### config.mk
export PLATFORM = sky130hd
export DESIGN_NAME = pario_ctrl
export DESIGN_NICKNAME = d
export VERILOG_FILES = /design/src/rtl/pario_pkg.sv /design/src/rtl/pario_host_if.sv /design/src/rtl/pario_cfg_regs.sv /design/src/rtl/pario_hs_chan.sv /design/src/rtl/pario_portc.sv /design/src/rtl/pario_ctrl.sv
export SDC_FILE = /design/constraint.sdc
export NUM_CORES = 1
export LEC_CHECK = 0
export ABC_AREA = 1
export BUFFER_PORTS_ARGS = -buffer_cell sky130_fd_sc_hd__buf_2
export CAP_MARGIN = 10
export CORE_ASPECT_RATIO = 0.8
export CORE_MARGIN = 2
export CORE_UTILIZATION = 57
export DETAILED_ROUTE_END_ITERATION = 8
export HOLD_SLACK_MARGIN = 0.03
export PLACE_DENSITY = 0.85
export SYNTH_ARGS = -nofsm -noshare
export SYNTH_HDL_FRONTEND = slang
export SYNTH_SLANG_ARGS = --single-unit
### constraint.sdc
create_clock -name clk -period 2.4 [get_ports clk]
set_input_delay 0.24 -clock clk [delete_from_list [all_inputs] [get_ports clk]]
set_output_delay 0.24 -clock clk [all_outputs]
set_load 0.03 [all_outputs]
### src/rtl/pario_pkg.sv
package pario_pkg;
  localparam int DATA_W = 8;
  localparam int ADDR_W = 2;
  localparam int NCH    = 2;
  localparam int CH_A   = 0;
  localparam int CH_B   = 1;

  localparam logic [ADDR_W-1:0] LOC_A   = 2'd0;
  localparam logic [ADDR_W-1:0] LOC_B   = 2'd1;
  localparam logic [ADDR_W-1:0] LOC_C   = 2'd2;
  localparam logic [ADDR_W-1:0] LOC_CTL = 2'd3;

  // port C roles in handshake modes
  localparam int C_IRQ_B = 0;
  localparam int C_FLG_B = 1;
  localparam int C_HS_B  = 2;
  localparam int C_IRQ_A = 3;
  localparam int C_STB_A = 4;
  localparam int C_IBF_A = 5;
  localparam int C_ACK_A = 6;
  localparam int C_OBF_A = 7;

  typedef enum logic [1:0] {GM_BASIC = 2'd0, GM_STROBED = 2'd1, GM_BIDIR = 2'd2} gmode_e;

  typedef struct packed {
    gmode_e a_mode;
    logic   a_in;
    logic   cu_in;
    logic   b_strobed;
    logic   b_in;
    logic   cl_in;
  } cfg_t;

  typedef struct packed {
    logic [DATA_W-1:0] drv;
    logic [DATA_W-1:0] sense;
  } crole_t;

  function automatic cfg_t decode_mode(input logic [DATA_W-1:0] w);
    cfg_t c;
    c.a_mode    = w[6] ? GM_BIDIR : (w[5] ? GM_STROBED : GM_BASIC);
    c.a_in      = w[4];
    c.cu_in     = w[3];
    c.b_strobed = w[2];
    c.b_in      = w[1];
    c.cl_in     = w[0];
    return c;
  endfunction

  function automatic logic [DATA_W-1:0] apply_bitop(input logic [DATA_W-1:0] cur,
                                                    input logic [DATA_W-1:0] w);
    logic [DATA_W-1:0] r;
    r = cur;
    r[w[3:1]] = w[0];
    return r;
  endfunction

  function automatic logic a_takes_input(input cfg_t c);
    return (c.a_mode == GM_BIDIR) || ((c.a_mode == GM_STROBED) && c.a_in);
  endfunction

  function automatic logic a_gives_output(input cfg_t c);
    return (c.a_mode == GM_BIDIR) || ((c.a_mode == GM_STROBED) && !c.a_in);
  endfunction

  function automatic crole_t c_roles(input cfg_t c);
    crole_t r;
    r.drv   = '0;
    r.sense = '0;
    if (c.b_strobed) begin
      r.drv[C_IRQ_B]  = 1'b1;
      r.drv[C_FLG_B]  = 1'b1;
      r.sense[C_HS_B] = 1'b1;
    end
    if (c.a_mode != GM_BASIC) r.drv[C_IRQ_A] = 1'b1;
    if (a_takes_input(c)) begin
      r.sense[C_STB_A] = 1'b1;
      r.drv[C_IBF_A]   = 1'b1;
    end
    if (a_gives_output(c)) begin
      r.sense[C_ACK_A] = 1'b1;
      r.drv[C_OBF_A]   = 1'b1;
    end
    return r;
  endfunction

  function automatic logic [DATA_W-1:0] nibble_oe(input logic hi_in, input logic lo_in);
    return {{(DATA_W/2){~hi_in}}, {(DATA_W/2){~lo_in}}};
  endfunction

  function automatic logic irq_calc(input logic in_en, input logic ibf, input logic en_in,
                                    input logic out_en, input logic done, input logic en_out);
    return (in_en & ibf & en_in) | (out_en & done & en_out);
  endfunction
endpackage

### src/rtl/pario_host_if.sv
module pario_host_if (
  input  logic clk,
  input  logic rst,
  input  logic sel_n,
  input  logic rd_n,
  input  logic wr_n,
  output logic wr_evt,
  output logic rd_evt
);
  logic wr_act, rd_act, wr_prev, rd_prev;

  assign wr_act = ~sel_n & ~wr_n;
  assign rd_act = ~sel_n & ~rd_n;

  always_ff @(posedge clk) begin
    if (rst) begin
      wr_prev <= 1'b0;
      rd_prev <= 1'b0;
    end else begin
      wr_prev <= wr_act;
      rd_prev <= rd_act;
    end
  end

  assign wr_evt = wr_act & ~wr_prev;
  assign rd_evt = rd_act & ~rd_prev;
endmodule

### src/rtl/pario_cfg_regs.sv
module pario_cfg_regs import pario_pkg::*; #(
  parameter logic [DATA_W-1:0] RESET_CTRL = 8'h9B
) (
  input  logic              clk,
  input  logic              rst,
  input  logic              wr_evt,
  input  logic [ADDR_W-1:0] addr,
  input  logic [DATA_W-1:0] wdata,
  output cfg_t              cfg,
  output logic [DATA_W-1:0] a_latch,
  output logic [DATA_W-1:0] b_latch,
  output logic [DATA_W-1:0] c_latch,
  output logic              mode_wr
);
  assign mode_wr = wr_evt && (addr == LOC_CTL) && wdata[DATA_W-1];

  always_ff @(posedge clk) begin
    if (rst) begin
      cfg     <= decode_mode(RESET_CTRL);
      a_latch <= '0;
      b_latch <= '0;
      c_latch <= '0;
    end else if (wr_evt) begin
      case (addr)
        LOC_A: a_latch <= wdata;
        LOC_B: b_latch <= wdata;
        LOC_C: c_latch <= wdata;
        default: begin
          if (wdata[DATA_W-1]) begin
            cfg     <= decode_mode(wdata);
            a_latch <= '0;
            b_latch <= '0;
            c_latch <= '0;
          end else begin
            c_latch <= apply_bitop(c_latch, wdata);
          end
        end
      endcase
    end
  end
endmodule

### src/rtl/pario_hs_chan.sv
module pario_hs_chan import pario_pkg::*; (
  input  logic              clk,
  input  logic              rst,
  input  logic              clr,
  input  logic              in_en,
  input  logic              out_en,
  input  logic              stb_n,
  input  logic              ack_n,
  input  logic [DATA_W-1:0] pin_data,
  input  logic              rd_evt,
  input  logic              wr_evt,
  output logic [DATA_W-1:0] in_data,
  output logic              ibf,
  output logic              full,
  output logic              done,
  output logic              stb_fall,
  output logic              ack_fall
);
  logic stb_prev, ack_prev;

  always_ff @(posedge clk) begin
    if (rst) begin
      stb_prev <= 1'b1;
      ack_prev <= 1'b1;
    end else begin
      stb_prev <= stb_n;
      ack_prev <= ack_n;
    end
  end

  assign stb_fall = in_en & stb_prev & ~stb_n;
  assign ack_fall = out_en & ack_prev & ~ack_n;

  always_ff @(posedge clk) begin
    if (rst || clr) begin
      in_data <= '0;
      ibf     <= 1'b0;
      full    <= 1'b0;
      done    <= 1'b0;
    end else begin
      if (stb_fall) begin
        in_data <= pin_data;
        ibf     <= 1'b1;
      end else if (rd_evt) begin
        ibf <= 1'b0;
      end
      if (wr_evt) begin
        full <= 1'b1;
        done <= 1'b0;
      end else if (ack_fall) begin
        full <= 1'b0;
        done <= 1'b1;
      end
    end
  end
endmodule

### src/rtl/pario_portc.sv
module pario_portc import pario_pkg::*; (
  input  cfg_t              cfg,
  input  logic [DATA_W-1:0] c_latch,
  input  logic [DATA_W-1:0] c_pins,
  input  logic [DATA_W-1:0] hs_val,
  output logic [DATA_W-1:0] c_out,
  output logic [DATA_W-1:0] c_oe,
  output logic [DATA_W-1:0] c_read
);
  crole_t            roles;
  logic [DATA_W-1:0] io_out, take_latch, take_pin;

  always_comb begin
    roles      = c_roles(cfg);
    io_out     = nibble_oe(cfg.cu_in, cfg.cl_in);
    c_oe       = roles.drv | (~roles.drv & ~roles.sense & io_out);
    c_out      = (roles.drv & hs_val) | (~roles.drv & c_latch);
    take_latch = ~roles.drv & (roles.sense | io_out);
    take_pin   = ~roles.drv & ~roles.sense & ~io_out;
    c_read     = (roles.drv & hs_val) | (take_latch & c_latch) | (take_pin & c_pins);
  end
endmodule

### src/rtl/pario_ctrl.sv
module pario_ctrl import pario_pkg::*; #(
  parameter logic [DATA_W-1:0] RESET_CTRL = 8'h9B
) (
  input  logic              clk,
  input  logic              rst,
  input  logic              host_sel_n,
  input  logic              host_rd_n,
  input  logic              host_wr_n,
  input  logic [ADDR_W-1:0] host_addr,
  input  logic [DATA_W-1:0] host_wdata,
  output logic [DATA_W-1:0] host_rdata,
  output logic              host_rdata_oe,
  input  logic [DATA_W-1:0] line_a_in,
  output logic [DATA_W-1:0] line_a_out,
  output logic [DATA_W-1:0] line_a_oe,
  input  logic [DATA_W-1:0] line_b_in,
  output logic [DATA_W-1:0] line_b_out,
  output logic [DATA_W-1:0] line_b_oe,
  input  logic [DATA_W-1:0] line_c_in,
  output logic [DATA_W-1:0] line_c_out,
  output logic [DATA_W-1:0] line_c_oe
);
  logic              wr_evt, rd_evt, mode_wr;
  cfg_t              cfg;
  logic [DATA_W-1:0] a_latch, b_latch, c_latch;
  logic [NCH-1:0]    ch_in_en, ch_out_en, ch_stb_n, ch_ack_n, ch_rd, ch_wr;
  logic [NCH-1:0]    ch_ibf, ch_full, ch_done, ch_stb_fall, ch_ack_fall;
  logic [NCH-1:0][DATA_W-1:0] ch_pin, ch_din;
  logic [DATA_W-1:0] c_hs_val, c_read, a_read, b_read;
  logic              irq_a, irq_b;

  pario_host_if u_host (
    .clk(clk), .rst(rst), .sel_n(host_sel_n), .rd_n(host_rd_n), .wr_n(host_wr_n),
    .wr_evt(wr_evt), .rd_evt(rd_evt)
  );

  pario_cfg_regs #(.RESET_CTRL(RESET_CTRL)) u_regs (
    .clk(clk), .rst(rst), .wr_evt(wr_evt), .addr(host_addr), .wdata(host_wdata),
    .cfg(cfg), .a_latch(a_latch), .b_latch(b_latch), .c_latch(c_latch), .mode_wr(mode_wr)
  );

  // channel wiring per group
  always_comb begin
    ch_in_en[CH_A]  = a_takes_input(cfg);
    ch_out_en[CH_A] = a_gives_output(cfg);
    ch_stb_n[CH_A]  = line_c_in[C_STB_A];
    ch_ack_n[CH_A]  = line_c_in[C_ACK_A];
    ch_pin[CH_A]    = line_a_in;
    ch_rd[CH_A]     = rd_evt && (host_addr == LOC_A) && ch_in_en[CH_A];
    ch_wr[CH_A]     = wr_evt && (host_addr == LOC_A) && ch_out_en[CH_A];
    ch_in_en[CH_B]  = cfg.b_strobed & cfg.b_in;
    ch_out_en[CH_B] = cfg.b_strobed & ~cfg.b_in;
    ch_stb_n[CH_B]  = line_c_in[C_HS_B];
    ch_ack_n[CH_B]  = line_c_in[C_HS_B];
    ch_pin[CH_B]    = line_b_in;
    ch_rd[CH_B]     = rd_evt && (host_addr == LOC_B) && ch_in_en[CH_B];
    ch_wr[CH_B]     = wr_evt && (host_addr == LOC_B) && ch_out_en[CH_B];
  end

  for (genvar g = 0; g < NCH; g++) begin : g_chan
    pario_hs_chan u_chan (
      .clk(clk), .rst(rst), .clr(mode_wr),
      .in_en(ch_in_en[g]), .out_en(ch_out_en[g]),
      .stb_n(ch_stb_n[g]), .ack_n(ch_ack_n[g]), .pin_data(ch_pin[g]),
      .rd_evt(ch_rd[g]), .wr_evt(ch_wr[g]),
      .in_data(ch_din[g]), .ibf(ch_ibf[g]), .full(ch_full[g]), .done(ch_done[g]),
      .stb_fall(ch_stb_fall[g]), .ack_fall(ch_ack_fall[g])
    );
  end

  assign irq_a = irq_calc(ch_in_en[CH_A], ch_ibf[CH_A], c_latch[C_STB_A],
                          ch_out_en[CH_A], ch_done[CH_A], c_latch[C_ACK_A]);
  assign irq_b = irq_calc(ch_in_en[CH_B], ch_ibf[CH_B], c_latch[C_HS_B],
                          ch_out_en[CH_B], ch_done[CH_B], c_latch[C_HS_B]);

  always_comb begin
    c_hs_val          = '0;
    c_hs_val[C_IRQ_B] = irq_b;
    c_hs_val[C_FLG_B] = ch_in_en[CH_B] ? ch_ibf[CH_B] : ~ch_full[CH_B];
    c_hs_val[C_IRQ_A] = irq_a;
    c_hs_val[C_IBF_A] = ch_ibf[CH_A];
    c_hs_val[C_OBF_A] = ~ch_full[CH_A];
  end

  pario_portc u_portc (
    .cfg(cfg), .c_latch(c_latch), .c_pins(line_c_in), .hs_val(c_hs_val),
    .c_out(line_c_out), .c_oe(line_c_oe), .c_read(c_read)
  );

  // port A: bidirectional drive gated by acknowledge line
  assign line_a_out = a_latch;
  assign line_a_oe  = (cfg.a_mode == GM_BIDIR) ? {DATA_W{~line_c_in[C_ACK_A]}}
                                                : {DATA_W{~cfg.a_in}};
  assign a_read     = (cfg.a_mode == GM_BASIC) ? (cfg.a_in ? line_a_in : a_latch)
                                                : (ch_in_en[CH_A] ? ch_din[CH_A] : a_latch);

  assign line_b_out = b_latch;
  assign line_b_oe  = {DATA_W{~cfg.b_in}};
  assign b_read     = cfg.b_in ? (cfg.b_strobed ? ch_din[CH_B] : line_b_in) : b_latch;

  always_comb begin
    case (host_addr)
      LOC_A:   host_rdata = a_read;
      LOC_B:   host_rdata = b_read;
      LOC_C:   host_rdata = c_read;
      default: host_rdata = '0;
    endcase
  end
  assign host_rdata_oe = ~host_sel_n & ~host_rd_n;
endmodule

After elaboration in Yosys (flattened, before gate mapping)
Index checks and enable logic that the tools add are counted.

Register bits after elaboration: 58. Latch bits: 0. Memory bits (writable): 0. ROM bits: 0. Bits of input ports: 39. Output and inout port bits: 57. Word-level logic and storage cells: 154. Memories kept: 0.

Add/sub/neg operators: 0. Multiply operators: 0. Div/mod/pow operators: 0. Order comparisons: 2. Equal/unequal tests: 5. Shift operators: 0. Multiplexer cells: 31. Bitwise gates (word level): 58. Reduce and logical (&&, ||, !) cells: 36.

Operators with widths (number): $and 8x8->8 (8); $mux 8 (8); $pmux 8 s2 (3); $or 8x8->8 (4); $pmux 8 s3 (1); $and 1x1->1 (22); $not 1->1 (18); $not 8->8 (2); $mux 1 (15); $reduce_bool 2->1 (7); $logic_and 1x1->1 (13); $reduce_or 2->1 (5); $reduce_and 3->1 (3); $bwmux 8 (1); $not 7->8 (1); $or 7x8->8 (1); $eq 2x2->1 const B (3); $eq 2x1->1 const B (2); $logic_not 2->1 (2); $lt 3x4->1 const B (1); $mux 2 (2); $demux 1 s3 (1); $ge 3x1->1 const B (1); $logic_or 1x1->1 (3); 4 further kinds (5).

Longest topological paths before layout
Gate-level depths: netlist (run 1).

Depth in word-level cells: 10. Depth in mapped cells: 10. Mapped depth without buffers: 10.

Modules after synthesis
A second synthesis (run 1) with hierarchy kept.

Cells, all modules: 658. Area total of the unflattened synthesis: 3987.6 um^2.

By module, submodules not included: pario_cfg_regs (instances 1, cells an instance 244, area each 1656.6 um^2, seq. area each 620.6 um^2); pario_hs_chan (instances 2, cells an instance 74, area each 525.5 um^2, seq. area each 260.2 um^2); pario_ctrl (instances 1, cells an instance 196, area each 920.9 um^2, seq. area each 0.0 um^2); pario_portc (instances 1, cells an instance 59, area each 285.3 um^2, seq. area each 0.0 um^2); pario_host_if (instances 1, cells an instance 11, area each 73.8 um^2, seq. area each 40.0 um^2).

Worst setup path after synthesis (run 1)
Ideal clock, no wire load.

Path kind: flip-flop to output port. From: register, netlist name u_regs.cfg[6]. To: output line_a_oe[1]. Data arrival time: 2068 ps. Required time: 2160 ps. Slack: 92 ps. Stages on the path, launching flop included: 5. Path buffers: 2. Path through: dfxtp_1 > nand2_4 > buf_4 > o21ai_0 > buf_4.

Longest elaborated chain between the ends: 2.

RTL lines: $eq 2x2->1 (RTL line pario_ctrl.sv:92) `assign line_a_oe = (cfg.a_mode == GM_BIDIR) ? {DATA_W{~line_c_in[C_ACK_A]}}`; $mux 8 (RTL line pario_ctrl.sv:92); end: declaration (RTL line pario_ctrl.sv:15) `output logic [DATA_W-1:0] line_a_oe,`.

Every way passes these cells.

Worst setup path after layout (run 1)
From: register, netlist name u_regs.cfg[2]. To: output host_rdata[1].

Longest elaborated chain between the ends: 7. Elaborated cells on any way between the ends: 15. Classes of those cells: 5 x mux; 10 x bitwise.

RTL lines: $mux 2 (RTL line pario_pkg.sv:70) `if (c.b_strobed) begin`; $not 8->8 (RTL line pario_portc.sv:18, pario_portc.sv:19); $and 8x8->8 (on tied branches) (RTL line pario_portc.sv:18, pario_portc.sv:19); $and 8x8->8 (on tied branches) (RTL line pario_portc.sv:20, pario_portc.sv:19); $or 8x8->8 or $and 8x8->8 (tied branches) (RTL line pario_portc.sv:20) `c_read = (roles.drv & hs_val) | (take_latch & c_latch) | (take_pin & c_pins);`; $or 8x8->8 (RTL line pario_portc.sv:20); $pmux 8 s3 (*) (RTL line pario_ctrl.sv:102) `case (host_addr)`; end: declaration (RTL line pario_ctrl.sv:11) `output logic [DATA_W-1:0] host_rdata,`.

Mark *: on every way between the ends. The rest lies on a longest branch, timed or not.

==> results of run 1 <==
## layout make-up
type                            instances  area (um2)
Fill cell                             502        1820
Sequential cell                        58        1170
Inverter                               69         263
Clock buffer                           14         163
Multi-Input combinational cell        362        1810
Timing Repair Buffer                  105         551
Tap cell                               81         101
Clock inverter                          2        35.0
## cells in the mapped netlist, types with 3 or more instances
master	number	area share
a21oi_1	53	0.076
buf_2	12	0.017
buf_4	20	0.043
clkbuf_1	8	0.0086
dfxtp_1	58	0.33
ha_1	5	0.018
inv_1	62	0.067
inv_2	7	0.0075
nand2_1	114	0.12
nand2_2	3	0.0054
nand2_4	3	0.0097
nand3_1	51	0.073
nor2_1	38	0.041
nor3_1	8	0.011
o211ai_1	6	0.013
o21ai_0	42	0.060
o21ai_1	5	0.0072
o22ai_1	9	0.016
o31ai_1	4	0.0086
o32ai_1	4	0.010
## worst reg2reg max path: cells and delay by family (launching register included)
| kind | cells | cell delay [ps] |
|---|---|---|
| DFF | 1 | 480 |
| buffers and inverters | 1 | 200 |
| and+or+nand+nor | 3 | 740 |
| AOI/OAI and AO/OA | 1 | 70 |
## stage by stage
step | total power, uW | setup WS [ps] | cells | hold WS (ps)
global placement | 1410 | 362 | 672 | 414
CTS | 2320 | 94.2 | 688 | 57.1
finish | 2330 | 88.2 | 691 | 56.5
detailed placement | 1410 | 359 | 672 | 419
floorplan | 1300 | 92.4 | 531 | 311
global route | 2410 | 5.74 | 691 | 70.9
## path summary, 6_finish.rpt
check	depth (start not counted)	slack, ps	startpoint	endpoint
min	2	60	host_wr_n	u_host.wr_prev$_SDFF_PP0_
max reg2reg	5	800	u_regs.cfg[2]$_SDFFE_PP0P_	g_chan[1].u_chan.in_data[6]$_SDFFE_PP0P_
min reg2reg	2	470	g_chan[1].u_chan.in_data[5]$_SDFFE_PP0P_	g_chan[1].u_chan.in_data[5]$_SDFFE_PP0P_
max	8	90	u_regs.cfg[2]$_SDFFE_PP0P_	host_rdata[1]
## power by group through the flow
stage,sequential [uW],clock [uW],combinational [uW]
detailed placement,1020,0,392
floorplan,1020,0,272
global route,1000,970,439
global placement,1020,0,386
CTS,1000,925,394
finish,1000,929,403
## registers in the layout (all words and copies together) (netlist names)
register,flops
g_chan.u_chan.full,2
u_host.rd_prev,1
g_chan.u_chan.in_data,16
g_chan.u_chan.ibf,2
u_regs.c_latch,8
u_regs.b_latch,8
u_host.wr_prev,1
g_chan.u_chan.stb_prev,2
g_chan.u_chan.ack_prev,1
u_regs.cfg,7
g_chan.u_chan.done,2
u_regs.a_latch,8
## cell families after synthesis
logic type | after synthesis | share of synthesized area
AND/OR/NAND/NOR | 230 | 0.300
AO/OA/AOI/OAI | 127 | 0.200
buffers and inverters | 111 | 0.149
flip-flops | 58 | 0.333
adder cells (fa/ha/maj) | 5 | 0.0179
## what timing repair did
| action | CTS | global route |
|---|---|---|
| endpoints found under the hold margin | 0 | 0 |
| resized for setup | 2 | 4 |
| endpoints found under the setup margin | 2 | 6 |
| setup buffers | 0 | 3 |
## layer usage
layer  up-vias  GRT usage
met1      1756      0.429
met2       245      0.480
met4         0     0.0825
li1       1875          -
met3        33     0.0811
met5         -          0
==> run metrics, run 1 <==
Avg Cell Area, Syn 6.57 um2; setup TNS 0 ps; Post-synth ARST share 0; largest net degree at the start of global routing 19; status finished clean; CP Launch Type flip-flop; sequential area share after synthesis 0.333; Max Transition Viols Final 0; clk sinks 58; Buf/Inv on CP 3; Max stage delay on crit path 400 ps; synth unique cells 32; PortBufs 95; Wirelength per Cell 15.0 um; Synth Cell Area 3490 um2; # DRC 0; Metal-1 WL 4300 um; CP Class reg -> out; met3 WL post-DR 1210 um; Clock Power Share 0.398; DR vias 3909; CP max FO 14; initial antenna violation count 0; ANT nets after route 0; fin area slightly above 4000 um2; Comb pwr share 0.173; Cells after Synth ~530; crit-path cells inv_1, nand3_1, nand2_1, inv_1, a21oi_1, nor2_1, a21oi_1, buf_2; CTS tree built; fmax approximately 430 MHz; critical path's slowest cell dfxtp_2; Mapped Nets 575; DP Area 3860 um2; Yosys warnings 0; Longest Clk Path Bufs 2; critical path's top delay family buffers and inverters; clk_skew 6.82 ps; required time at the worst-slack endpoint 2160 ps; final net count 649; max cap viols 0; Worst-Margin Slew 644 ps; Static Leak 0.00198 uW; Initial Util 0.590; core area 5910 um2; wire length on met2 about 4600 um; share of cells above drive strength 1 0.243; unrepaired setup endpoints after global routing false; Area Growth Syn to Fin 17.2%; fin util 0.692; Pwr Density 570 nW/um2; # IOs 96; gr usage total 0.308; final setup fails 0; Clk Latency, worst-skew pair 350 ps; Net Sw Frac 0.295; commonest non-fill, non-tap cells in the layout 114 x nand2_1, 95 x buf_2, 61 x inv_1; Seq pwr share 0.429; Crit. End Element output pin; Die Wd 91.5 um; global route overflow 0; Num CTS Buffers 9; Worst VDD drop roughly 0.32 mV; NetSw 688 uW; final hold vios 0; DR pass1 iterations 5; Internal approximately 1600 uW; ys flop type dfxtp_1; Root Driver clkbuf_8; initial DRC count 446; placed wire-length estimate 7860 um; die height about 74 um; flops & latches, synth 58; critical path arrival 2070 ps; row count 25; WL final ~10000 um; gpl congestion 0.960; ANT cells 0; number of synthesized flops with an enable pin 0; Period Utilization, post-route 0.963; clk slew on worst S/H paths roughly 60 ps; number of global-route vias before repair 3372; H-tree depth 3; vias per std cell about 5.7; relative slew slack 0.566; area of the die 6770 um2; top sig layer met4; post-route minimum period 2310 ps; most common cell after layout, fill and taps aside nand2_1; global-route wire length before repair 16300 um; CTS Hold Bufs 0; worst min-delay path category in -> reg
Note: power is estimated with default switching activity, not from simulation.
==> run 2, diff against run 1 <==
PLACE_DENSITY = 0.95   (was 0.85)
SKIP_CTS_REPAIR_TIMING = 1   (was not set)
SLEW_MARGIN = 20   (was not set)
==> run metrics, run 2 (synthesis gave the netlist of run 1 again) <==
status finished clean; share of cells above drive strength 1 0.245; Worst VDD drop 0.362 mV; gpl congestion 1.00; relative slew slack 0.582; Static Leak 0.00200 uW; fmax 434 MHz; Period Utilization, post-route 0.960; Worst-Margin Slew 621 ps; clk sinks 58; clk_skew 9.40 ps; final net count roughly 650; largest net degree at the start of global routing 19; initial antenna violation count 0; WL final roughly 11000 um; DR pass1 iterations 5; die height approximately 74 um; CP Class reg -> out; placed wire-length estimate ~7900 um; clk slew on worst S/H paths roughly 60 ps; Area Growth Syn to Fin 18.7%; Max Transition Viols Final 0; global route overflow 0; fin util 0.701; final setup fails 0; initial DRC count between 400 and 500; post-route minimum period 2300 ps; final hold vios 0; CP max FO 14; Layout fillers around 480; max reg flops 16; commonest non-fill, non-tap cells in the layout 114 x nand2_1, 95 x buf_2, 61 x inv_1; # IOs 96; number of global-route vias before repair 3591; ANT cells 0; Root Driver clkbuf_8; max cap viols 0; Wirelength per Cell 15.6 um; critical path arrival 2060 ps; most common cell after layout, fill and taps aside nand2_1; setup TNS 0 ps; Most flops, register g_chan.u_chan.in_data; Clk Latency, worst-skew pair 360 ps; vias per std cell about 5.9; gr usage total 0.317; # DRC 0; ANT nets after route 0; Die Wd 91.5 um; Total Power 2570 uW; Longest Clk Path Bufs 2; required time at the worst-slack endpoint 2160 ps; Num CTS Buffers 9; CP Launch Type flip-flop; core area approximately 5900 um2; PortBufs 95; Pwr Density 620 nW/um2; global-route wire length before repair 16700 um; row count 25; unrepaired setup endpoints after global routing false; worst min-delay path category in -> reg; area of the die 6770 um2; DR vias 4040; Initial Util 0.590; CTS tree built; H-tree depth 3; Crit. End Element output pin
run 2: cell types whose count changed in the layout (fill, tap and decap cells not counted), sizes merged:
cell | previous run | this run
buf | 105 | 104
clkinvlp | 1 | 2
clkinv | 1 | 0
clkbuf | 14 | 12
bufinv | 1 | 3
run 2: final cells by class:
| type | count | area, um2 | share of cell area |
|---|---|---|---|
| Clock buffer | 12 | 155 | 0.0375 |
| Sequential cell | 58 | 1170 | 0.282 |
| Timing Repair Buffer | 104 | 543 | 0.131 |
| Clock inverter | 4 | 97.6 | 0.0236 |
| Tap cell | 81 | 101 | 0.0245 |
| Multi-Input combinational cell | 362 | 1820 | 0.438 |
| Inverter | 69 | 263 | 0.0634 |
run 2: worst paths after layout:
check	start	endpoint	slack [ps]	depth (start not counted)
hold / removal	host_wr_n	u_host.wr_prev$_SDFF_PP0_	60	2
setup / recovery	u_regs.cfg[2]$_SDFFE_PP0P_	host_rdata[2]	100	7
hold reg to reg	g_chan[1].u_chan.in_data[4]$_SDFFE_PP0P_	g_chan[1].u_chan.in_data[4]$_SDFFE_PP0P_	470	2
setup reg to reg	u_regs.cfg[2]$_SDFFE_PP0P_	g_chan[1].u_chan.ibf$_SDFFE_PP0P_	830	4
run 2: metrics by stage:
step	area [um2]	hold slack, ps	instances	worst slack (ps)
finish	4140	56.8	690	97.1
CTS	4100	48.5	687	-48.8
global route	4140	54.2	690	5.85
global placement	3850	414	671	435
detailed placement	3850	420	671	354
floorplan	3490	311	531	92.4
run 2: report_power, final:
part | leakage (uW) | switching [uW] | internal, uW
Clock | 0.000123 | 413 | 747
Combinational | 0.00141 | 283 | 126
Sequential | 0.000471 | 18.4 | 982
Total | 0.00200 | 714 | 1850
run 2: worst max-delay path: stages, from the launching register on:
cell     delay (ps)
dfxtp_2         470
inv_1           250
nand2_1         160
o21ai_0          80
o21ai_0         320
inv_1           100
a21oi_2         140
buf_2           200
run 2: routing by layer:
layer  vias up  track usage  routed length [um]
li1       1871            -                   -
met2       295        0.508                4880
met4         0       0.0993                 253
met3        40        0.121                1480
met5         -            0                   0
met1      1834        0.402                4130
==> run 3, diff against run 2 <==
CORE_ASPECT_RATIO = 1.5   (was 0.8)
CORE_MARGIN = not set   (was 2)
==> run metrics, run 3 (synthesis gave the netlist of run 1 again) <==
ANT nets after route 0; gr usage total 0.340; final hold vios 0; fin area 4070 um2; R2R depth 6; clk_skew 5.61 ps; area of the die between 6000 and 7000 um2; Initial Util 0.595; CTS tree built; CP Class reg -> out; critical path's top delay family buffers and inverters; final worst-path setup slack 88.7 ps; final setup fails 0; Period Utilization, post-route 0.963; vias per std cell a little under 6; hold depth 2; Most flops, register g_chan.u_chan.in_data; placed cell count 662; Worst-Margin Slew about 640 ps; DR vias around 3900; row count 34; commonest non-fill, non-tap cells in the layout 114 x nand2_1, 95 x buf_2, 62 x inv_1; Worst R2R Setup Slack ~600 ps; most common cell after layout, fill and taps aside nand2_1; final net count 645; # DRC 0; core area 5870 um2; Layout fillers about 510; Hold Path Sink u_host.wr_prev$_SDFF_PP0_; Longest Clk Path Bufs 2; H-tree depth 3; initial DRC count approximately 340; worst min-delay path category in -> reg; reg-to-reg startpoint u_regs.cfg[1]$_SDFFE_PP1P_; Num CTS Buffers 9; Area Growth Syn to Fin 16.5%; number of global-route vias before repair 3619; CP max FO 14; share of cells above drive strength 1 0.236; Reg area 1160 um2; Buf/Inv on CP 3; ANT cells 0; clk sinks 58; gpl congestion 0.944; min-delay src host_wr_n; critical path's slowest cell dfxtp_2; Worst VDD drop 0.503 mV; area of the multi-input gates approximately 1800 um2; status finished clean; setup TNS 0 ps; die height 97.8 um; Die Wd 65.9 um; initial antenna violation count 0; global route overflow 0; relative slew slack 0.574; unrepaired setup endpoints after global routing false; clk slew on worst S/H paths roughly 70 ps; RR Endpoint g_chan[1].u_chan.in_data[1]$_SDFFE_PP0P_; max reg flops 16; critical path arrival 2070 ps; Clk Latency, worst-skew pair between 300 and 400 ps; placed wire-length estimate just under 8000 um; fmax 433 MHz; post-route minimum period 2310 ps; WL final between 10000 and 15000 um; Crit. End Element output pin; largest net degree at the start of global routing 19; Layout Cells excl Fill between 600 and 700; PortBufs between 90 and 100; global-route wire length before repair 16600 um; Placement Setup Slack 327 ps; DP Area 3840 um2; Static Leak 0.00198 uW; Pwr Density between 500 and 600 nW/um2; required time at the worst-slack endpoint 2160 ps; crit-path cells inv_1, nand2_1, o21ai_0, o21ai_0, inv_1, a21oi_2, buf_2; DR pass1 iterations 8; # IOs 96; max cap viols 0; Max stage delay on crit path approximately 480 ps; Wirelength per Cell 15.4 um; Max Transition Viols Final 0; CP Launch Type flip-flop; Root Driver clkbuf_8; Total Power 2390 uW
-- run 3: cell types whose count changed in the layout (fill, tap and decap cells not counted), sizes merged --
cell,change
bufinv,-2
inv,+1
buf,-3
clkbuf,+1
-- run 3: cell type report --
type | count | share of cell area
clock buffers | 13 | 0.0440
clock inverters | 3 | 0.0111
inverters | 69 | 0.0637
multi-input cells | 362 | 0.445
flip-flops and latches | 58 | 0.286
well taps | 72 | 0.0222
repair buffers | 101 | 0.128
-- run 3: worst max path at each step --
stage / startpoint / slack, ps / end / depth (start not counted)
2_1_floorplan: u_regs.cfg[6]$_SDFFE_PP0P_ / 90 / line_a_oe[1] / 4
3_3_place_gp: u_regs.cfg[2]$_SDFFE_PP0P_ / 340 / host_rdata[2] / 7
3_5_place_dp: u_regs.cfg[2]$_SDFFE_PP0P_ / 330 / host_rdata[2] / 7
4_1_cts: u_regs.cfg[2]$_SDFFE_PP0P_ / -80 / host_rdata[2] / 7
5_1_grt: u_regs.cfg[4]$_SDFFE_PP1P_ / 20 / host_rdata[3] / 9
6_report: u_regs.cfg[2]$_SDFFE_PP0P_ / 90 / host_rdata[2] / 7
-- run 3: worst reg2reg max path: cells and delay by family (launching register included) --
kind,cells,cell delay [ps]
AO/OA/AOI/OAI,1,70
buffers and inverters,2,420
AND/OR/NAND/NOR,3,740
flip-flops,1,460
-- run 3: metal layers --
metal	share of wire	vias to the layer above	wire, um	global-route usage
li1	-	1865	-	-
met1	0.39	1823	4030	0.403
met2	0.50	217	5220	0.564
met3	0.074	42	778	0.0526
met4	0.041	0	424	0.194
met5	0	-	0	0
-- run 3: stage by stage --
step,hold slack (ps),utilization
after CTS,50.5,0.692
after detailed placement,421,0.654
after floorplan,311,-
after global placement,417,0.654
after global routing,80.2,0.692
final,58.9,0.692
-- run 3: power by group --
part | switching [uW] | leakage [uW] | internal (uW)
combinational | 278 | 0.00140 | 123
sequential | 19.1 | 0.000471 | 983
clock | 397 | 0.000108 | 592
total | 694 | 0.00198 | 1700
